**src/rtl/tscan_pkg.sv**
```systemverilog
package tscan_pkg;
  localparam int SAMPLE_W = 10;
  localparam int WORD_W   = 32;
  localparam int X_LSB    = 16;
  localparam int PEN_BIT  = 31;
  localparam int PAIRS    = 4;
  localparam int PAIR_W   = $clog2(PAIRS);

  typedef enum logic [2:0] {
    PH_IDLE  = 3'd0,
    PH_SET_X = 3'd1,
    PH_CNV_X = 3'd2,
    PH_SET_Y = 3'd3,
    PH_CNV_Y = 3'd4,
    PH_DLY   = 3'd5,
    PH_DET   = 3'd6,
    PH_WAIT  = 3'd7
  } phase_e;

  function automatic phase_e phase_after(input phase_e p);
    case (p)
      PH_SET_X: phase_after = PH_CNV_X;
      PH_CNV_X: phase_after = PH_SET_Y;
      PH_SET_Y: phase_after = PH_CNV_Y;
      PH_CNV_Y: phase_after = PH_DLY;
      PH_DLY:   phase_after = PH_DET;
      PH_DET:   phase_after = PH_WAIT;
      default:  phase_after = PH_SET_X;
    endcase
  endfunction
endpackage

```
**src/rtl/tscan_trim.sv**
```systemverilog
module tscan_trim #(
  parameter int DW = 10
) (
  input  logic [3:0]    code_i,
  input  logic [DW-1:0] din_i,
  output logic [DW-1:0] dout_i
);
  localparam logic [3:0] MAX_SH = 4'(DW - 1);
  logic [3:0] sh;
  always_comb begin
    sh     = (code_i > MAX_SH) ? MAX_SH : code_i;
    dout_i = din_i & ({DW{1'b1}} << sh);
  end
endmodule

```
**src/rtl/tscan_phase_fsm.sv**
```systemverilog
module tscan_phase_fsm
  import tscan_pkg::*;
#(
  parameter int LEN_W = 8
) (
  input  logic              clk,
  input  logic              rst_n,
  input  logic              tick_i,
  input  logic              auto_en_i,
  input  logic [LEN_W-1:0]  settle_len_i,
  input  logic [LEN_W-1:0]  dly_len_i,
  input  logic [LEN_W-1:0]  det_len_i,
  input  logic [LEN_W-1:0]  wait_len_i,
  input  logic              adc_done_i,
  output phase_e            phase_o,
  output logic              adc_start_o,
  output logic              adc_ch_o,
  output logic              cap_x_o,
  output logic              cap_y_o,
  output logic              push_o,
  output logic [PAIR_W-1:0] pair_o
);
  phase_e           phase;
  logic [LEN_W-1:0] tcnt;
  logic [LEN_W-1:0] cur_len;
  logic [LEN_W:0]   len_eff;
  logic             timed, conv, issued, tend, cend, pend;

  always_comb begin
    timed = 1'b1;
    unique case (phase)
      PH_SET_X, PH_SET_Y: cur_len = settle_len_i;
      PH_DLY:             cur_len = dly_len_i;
      PH_DET:             cur_len = det_len_i;
      PH_WAIT:            cur_len = wait_len_i;
      default: begin
        cur_len = '0;
        timed   = 1'b0;
      end
    endcase
    len_eff     = (cur_len == '0) ? (LEN_W+1)'(1) : {1'b0, cur_len};
    conv        = (phase == PH_CNV_X) || (phase == PH_CNV_Y);
    tend        = timed && tick_i && (({1'b0, tcnt} + 1'b1) >= len_eff);
    cend        = conv && issued && adc_done_i;
    pend        = tend || cend;
    adc_start_o = conv && !issued;
    adc_ch_o    = (phase == PH_CNV_Y);
    cap_x_o     = cend && (phase == PH_CNV_X);
    cap_y_o     = cend && (phase == PH_CNV_Y);
    push_o      = tend && (phase == PH_DET);
  end

  always_ff @(posedge clk) begin
    if (!rst_n) begin
      phase  <= PH_IDLE;
      tcnt   <= '0;
      issued <= 1'b0;
      pair_o <= '0;
    end else if (phase == PH_IDLE) begin
      pair_o <= '0;
      tcnt   <= '0;
      issued <= 1'b0;
      if (auto_en_i) phase <= PH_SET_X;
    end else if (pend) begin
      tcnt   <= '0;
      issued <= 1'b0;
      phase  <= auto_en_i ? phase_after(phase) : PH_IDLE;
      if (phase == PH_WAIT)
        pair_o <= (pair_o == PAIR_W'(PAIRS - 1)) ? '0 : pair_o + 1'b1;
    end else begin
      if (timed && tick_i) tcnt <= tcnt + 1'b1;
      if (adc_start_o) issued <= 1'b1;
    end
  end

  assign phase_o = phase;

  p_timed_hold_r3: assert property (@(posedge clk) disable iff (!rst_n)
    (timed && !tick_i) |=> (phase == $past(phase)));
  p_start_pulse_r4: assert property (@(posedge clk) disable iff (!rst_n)
    adc_start_o |=> !adc_start_o);
  p_stop_idle_r8: assert property (@(posedge clk) disable iff (!rst_n)
    (phase != PH_IDLE && pend && !auto_en_i) |=> (phase == PH_IDLE));
  p_idle_exit_r2: assert property (@(posedge clk) disable iff (!rst_n)
    (phase == PH_IDLE && auto_en_i) |=> (phase == PH_SET_X && pair_o == '0));
endmodule

```
**src/rtl/tscan_fifo.sv**
```systemverilog
module tscan_fifo #(
  parameter int DEPTH = 8,
  parameter int W     = 32,
  localparam int AW   = $clog2(DEPTH),
  localparam int CW   = $clog2(DEPTH + 1)
) (
  input  logic          clk,
  input  logic          rst_n,
  input  logic          wr_en_i,
  input  logic [W-1:0]  wr_data_i,
  output logic          rd_valid_o,
  input  logic          rd_ready_i,
  output logic [W-1:0]  rd_data_o,
  output logic [CW-1:0] count_o,
  output logic          empty_o,
  output logic          ovr_o
);
  localparam logic [CW-1:0] FULL_V = CW'(DEPTH);
  localparam logic [AW-1:0] LAST_P = AW'(DEPTH - 1);

  logic [W-1:0]  mem [DEPTH];
  logic [AW-1:0] wptr, rptr;
  logic          full, pop, push_ok;

  always_comb begin
    empty_o    = (count_o == '0);
    full       = (count_o == FULL_V);
    rd_valid_o = !empty_o;
    rd_data_o  = empty_o ? '0 : mem[rptr];
    pop        = rd_valid_o && rd_ready_i;
    push_ok    = wr_en_i && (!full || pop);
  end

  always_ff @(posedge clk) begin
    if (push_ok) mem[wptr] <= wr_data_i;
  end

  always_ff @(posedge clk) begin
    if (!rst_n) begin
      wptr    <= '0;
      rptr    <= '0;
      count_o <= '0;
      ovr_o   <= 1'b0;
    end else begin
      if (push_ok) wptr <= (wptr == LAST_P) ? '0 : wptr + 1'b1;
      if (pop)     rptr <= (rptr == LAST_P) ? '0 : rptr + 1'b1;
      count_o <= count_o + CW'(push_ok) - CW'(pop);
      if (wr_en_i && !push_ok)
        ovr_o <= 1'b1;
      else if (pop && !push_ok && count_o == CW'(1))
        ovr_o <= 1'b0;
    end
  end

  p_no_overflow_r9: assert property (@(posedge clk) disable iff (!rst_n)
    count_o <= FULL_V);
  p_idle_count_r9: assert property (@(posedge clk) disable iff (!rst_n)
    (!wr_en_i && !pop) |=> $stable(count_o));
  p_overrun_set_r10: assert property (@(posedge clk) disable iff (!rst_n)
    (wr_en_i && full && !pop) |=> (ovr_o && count_o == FULL_V));
  p_overrun_sticky_r10: assert property (@(posedge clk) disable iff (!rst_n)
    (ovr_o && !(pop && count_o == CW'(1))) |=> ovr_o);
endmodule

```
**src/rtl/tscan_seq.sv**
```systemverilog
module tscan_seq
  import tscan_pkg::*;
#(
  parameter int LEN_W = 8,
  parameter int DEPTH = 8,
  localparam int CW   = $clog2(DEPTH + 1)
) (
  input  logic                clk,
  input  logic                rst_n,
  input  logic                tick_i,
  input  logic                auto_en_i,
  input  logic [LEN_W-1:0]    settle_len_i,
  input  logic [LEN_W-1:0]    dly_len_i,
  input  logic [LEN_W-1:0]    det_len_i,
  input  logic [LEN_W-1:0]    wait_len_i,
  input  logic [3:0]          x_size_i,
  input  logic [3:0]          y_size_i,
  input  logic [CW-1:0]       irq_lvl_i,
  input  logic                pen_down_i,
  input  logic                adc_done_i,
  input  logic [SAMPLE_W-1:0] adc_data_i,
  output logic [2:0]          phase_o,
  output logic [PAIR_W-1:0]   pair_o,
  output logic                adc_start_o,
  output logic                adc_ch_o,
  output logic                rd_valid_o,
  input  logic                rd_ready_i,
  output logic [WORD_W-1:0]   rd_data_o,
  output logic [WORD_W-1:0]   status_o,
  output logic                irq_o
);
  phase_e              phase;
  logic                cap [2];
  logic                push;
  logic [SAMPLE_W-1:0] trimmed [2];
  logic [SAMPLE_W-1:0] axis_q [2];
  logic [WORD_W-1:0]   word;
  logic [CW-1:0]       count;
  logic                empty, ovr;

  tscan_phase_fsm #(.LEN_W(LEN_W)) u_fsm (
    .clk, .rst_n, .tick_i, .auto_en_i,
    .settle_len_i, .dly_len_i, .det_len_i, .wait_len_i,
    .adc_done_i,
    .phase_o(phase), .adc_start_o, .adc_ch_o,
    .cap_x_o(cap[0]), .cap_y_o(cap[1]), .push_o(push), .pair_o
  );

  for (genvar a = 0; a < 2; a++) begin : g_axis
    tscan_trim #(.DW(SAMPLE_W)) u_trim (
      .code_i (a == 0 ? x_size_i : y_size_i),
      .din_i  (adc_data_i),
      .dout_i (trimmed[a])
    );
    always_ff @(posedge clk) begin
      if (!rst_n)      axis_q[a] <= '0;
      else if (cap[a]) axis_q[a] <= trimmed[a];
    end
  end

  always_comb begin
    word                            = '0;
    word[PEN_BIT]                   = !pen_down_i;
    word[X_LSB +: SAMPLE_W]         = axis_q[0];
    word[SAMPLE_W-1:0]              = axis_q[1];
  end

  tscan_fifo #(.DEPTH(DEPTH), .W(WORD_W)) u_fifo (
    .clk, .rst_n,
    .wr_en_i(push), .wr_data_i(word),
    .rd_valid_o, .rd_ready_i, .rd_data_o,
    .count_o(count), .empty_o(empty), .ovr_o(ovr)
  );

  always_comb begin
    status_o           = '0;
    status_o[CW-1:0]   = count;
    status_o[7]        = empty;
    status_o[8]        = ovr;
    irq_o              = (irq_lvl_i != '0) && (count >= irq_lvl_i);
    phase_o            = phase;
  end

  p_irq_level_r12: assert property (@(posedge clk) disable iff (!rst_n)
    (irq_lvl_i == '0) |-> !irq_o);
  p_push_phase_r5: assert property (@(posedge clk) disable iff (!rst_n)
    push |=> (phase == PH_WAIT || phase == PH_IDLE));
endmodule

```
**config.mk**
```make
export PLATFORM = sky130hd
export DESIGN_NAME = tscan_seq
export DESIGN_NICKNAME = d
export VERILOG_FILES = /design/src/rtl/tscan_pkg.sv /design/src/rtl/tscan_trim.sv /design/src/rtl/tscan_phase_fsm.sv /design/src/rtl/tscan_fifo.sv /design/src/rtl/tscan_seq.sv
export SDC_FILE = /design/constraint.sdc
export NUM_CORES = 1
export LEC_CHECK = 0
export BUFFER_PORTS_ARGS = -buffer_cell sky130_fd_sc_hd__buf_2
export CAP_MARGIN = 20
export CORE_MARGIN = 1
export CORE_UTILIZATION = 50
export CTS_CLUSTER_SIZE = 16
export DETAILED_ROUTE_END_ITERATION = 7
export PLACE_DENSITY = 0.69
export SLEW_MARGIN = 20
export SYNTH_ARGS = -nofsm -noshare
export SYNTH_HDL_FRONTEND = slang
export SYNTH_SLANG_ARGS = --single-unit
```
**constraint.sdc**
```tcl
create_clock -name clk -period 7.94 [get_ports clk]
set_clock_uncertainty 0.15 [all_clocks]
set_input_delay 0.794 -clock clk [delete_from_list [all_inputs] [get_ports clk]]
set_output_delay 0.794 -clock clk [all_outputs]
set_load 0.005 [all_outputs]
```
==> flow_summary.yaml <==
clock_tree:
  clk_pin_slew_ps: 60
  cts_hold_buf: 0
  clockBufferDepth: 3
  cts_root_buffer: "clkbuf_16"
  numCtsBuffers: 22
  cts.sinks: 216
  cts_tree: "done"
  cts_resized: 0
  insertion_delay_ps: 500
  post_cts_buffers: 0
  h-tree-depth: 1
yosys:
  async_reset_ff_frac: 0
  syn_inst: 642
  yosysWarnings: 0
  netlist_top_cells_count: "edfxtp_1, nor2_1, mux4_2"
  synth_area_leader_cell: "edfxtp_1"
  synthFlopType: "edfxtp_1"
  syn_area_per_cell_um2: 15.1
  ys_ff_latch: 216
  yosysSeqAreaShare: 0.641
  yosys.area.top_type_share: 0.583
  synth_edf_count: 188
  ys_top_cells_by_area: "edfxtp_1, mux4_2, dfxtp_1"
  synthDistinctLibCells: 57
  netlist_area_um2: 9680
  yosysMostFrequentCell: "edfxtp_1"
global_route:
  grt_pass1_wl_um: 29800
  grt.overflow.total: 0
  grt_usage: 0.197
  grt_max_degree: 43
  grt_pass1_vias: 5662
  antenna_found_initial: 1
final_layout:
  fillCellCount: 1452
  layout.nets: 827
  syn2layout_area_growth_pct: 14.1
  drive_above_1_share: 0.279
  seqCellArea_um2: 6210
  multi_input_area_um2: 3130
status:
  status: "complete, no violations"
timing:
  drv_slew: 0
  finalHoldViolations: 0
  period_share: 0.541
  setup_viol: 0
  max_slew_margin: 0.384
  fmax_mhz: 233
  finalCriticalPeriod_ps: 4290
  setup_tns_ps: 0
  rsz0062_at_grt: "no"
  fin_ws_ps: 3650
  tightest_slew_ps: 915
placed_design:
  portBuffers: 96
  place_congestion: 0.901
  dp_slack_ps: 3670
  place_hpwl_um: 12100
floorplanning:
  core-area_um2: 18800
  initial_core_util: 0.514
  die_x_um: 141
  die-area_um2: 19900
  die_h_um: 141
  io_pins: 134
  rows: 50
power_and_ir_drop:
  leakage_nw: 4.01
  p_per_area_nw_per_um2: 257
  ir_drop_mv: 0.138
setup_path:
  crit_fanout: 28
  crit_path_max_incr_delay_ps: 870
  crit_path_cell_trace: "nor2b_1, a22o_1, a22oi_1, nand3_1, o21ai_0, ha_1, nor2b_1, o21ai_1, a31oi_1, a21oi_2, nand2_1, inv_1, ha_1, a21o_1, a21oi_1, xnor2_1, nor2_1"
  path_class: "reg -> reg"
  cp-start-kind: "flip-flop"
  cp.required_ps: 8170
  critical-path-slowest-cell: "dfxtp_1"
  critPathArrivalTime_ps: 4520
  endpoint_kind: "flip-flop"
detailed_routing:
  num_vias: 5483
  wirelength_um: 19000
  remaining_drc_errors: 0
  vias_per_cell: 5.39
  first_pass_iters: 5
  wl_per_cell_um: 18.7
  drtIter0Drc: 356
  drtAntennaViolNets: 0
flow_run:
  max-cap-violations: 0
hold_path:
  hold_class: "reg -> reg"
## cells in the final DEF (no fill, tap or decap), types with 24 or more instances in the layout
cell / netlist / layout
dfxtp_1: 28 / 26
mux2i_1: 26 / 26
buf_2: 6 / 96
edfxtp_1: 188 / 188
nand2_1: 34 / 34
nor2_1: 49 / 49
mux4_2: 42 / 42
ha_1: 24 / 24
conb_1: 1 / 37
## sequential cells by signal (all words and copies together) (netlist names), named ones only
signal	flops
u_fsm.phase_o	3
u_fifo.rptr	3
axis_q	20
u_fsm.issued	1
u_fsm.tcnt	8
u_fifo.mem	168
u_fifo.ovr_o	1
u_fifo.count_o	4
u_fsm.pair_o	2
u_fifo.wptr	3
## critical path, delay by kind of cell (launching register included)
kind,cells,cell delay (ps)
and+or+nand+nor,5,800
adders and majority gates,2,470
xor gates and xnor gates,1,140
DFF,1,870
buffers and inverters,1,90
AOI/OAI and AO/OA,8,1650
## area by class of cell
class,instances,share of cell area
Antenna cell,1,0.000227
Clock buffer,27,0.0516
Clock inverter,12,0.0142
Inverter,22,0.00748
Multi-Input combinational cell,372,0.283
Sequential cell,216,0.563
Tap cell,260,0.0295
Timing Repair Buffer,107,0.0510
## path summary, 6_finish.rpt
kind                                       from  slack, ps  depth (start not counted)                      endpoint
setup / recovery  u_fsm.phase_o[0]$_SDFFE_PN0P_       3650                         17  u_fifo.count_o[3]$_SDFF_PN0_
hold / removal       u_fsm.tcnt[1]$_SDFFE_PP0P_        340                          2    u_fsm.tcnt[1]$_SDFFE_PP0P_
setup reg to reg  u_fsm.phase_o[0]$_SDFFE_PN0P_       3650                         17  u_fifo.count_o[3]$_SDFF_PN0_
hold reg to reg      u_fsm.tcnt[1]$_SDFFE_PP0P_        340                          2    u_fsm.tcnt[1]$_SDFFE_PP0P_
## where the power goes
group | total, W | internal [W] | leakage (nW) | switching, W
Clock | 0.00103 | 0.000613 | 0.351 | 0.000413
Sequential | 0.00129 | 0.00125 | 1.96 | 0.0000455
Combinational | 0.000518 | 0.000259 | 1.70 | 0.000259
Total | 0.00284 | 0.00212 | 4.01 | 0.000717
## routing by layer
layer	vias up	track usage	routed length (um)
met1	2694	0.260	7910
met3	34	0.0306	1400
met4	0	0.0646	374
li1	2549	-	-
met2	206	0.334	9310
met5	-	0	0
## kinds of logic (layout without fill, tap and decap cells)
kind of cell             count (synthesis)  count (layout)  synth area share
multiplexers                            72              72             0.129
other                                    1              38          0.000388
adder cells (fa/ha/maj)                 25              25            0.0331
AND/OR/NAND/NOR                        163             163            0.0856
flip-flops                             216             216             0.641
buffers and inverters                   90             168            0.0541
AO/OA/AOI/OAI                           59              59            0.0416
XOR/XNOR                                16              16            0.0145
## through the flow
| step | std cells | utilization | hold WS, ps | area (um^2) | power [W] |
|---|---|---|---|---|---|
| 5_1_grt | 1016 | 0.586 | 363 | 11000 | 0.00296 |
| 2_1_floorplan | 678 | - | 288 | 9810 | 0.00169 |
| 4_1_cts | 1016 | 0.586 | 335 | 11000 | 0.00287 |
| 6_report | 1017 | 0.586 | 338 | 11000 | 0.00284 |
| 3_3_place_gp | 977 | 0.547 | 321 | 10300 | 0.00183 |
| 3_5_place_dp | 977 | 0.547 | 326 | 10300 | 0.00185 |
Note: power is estimated with default switching activity, not from simulation.
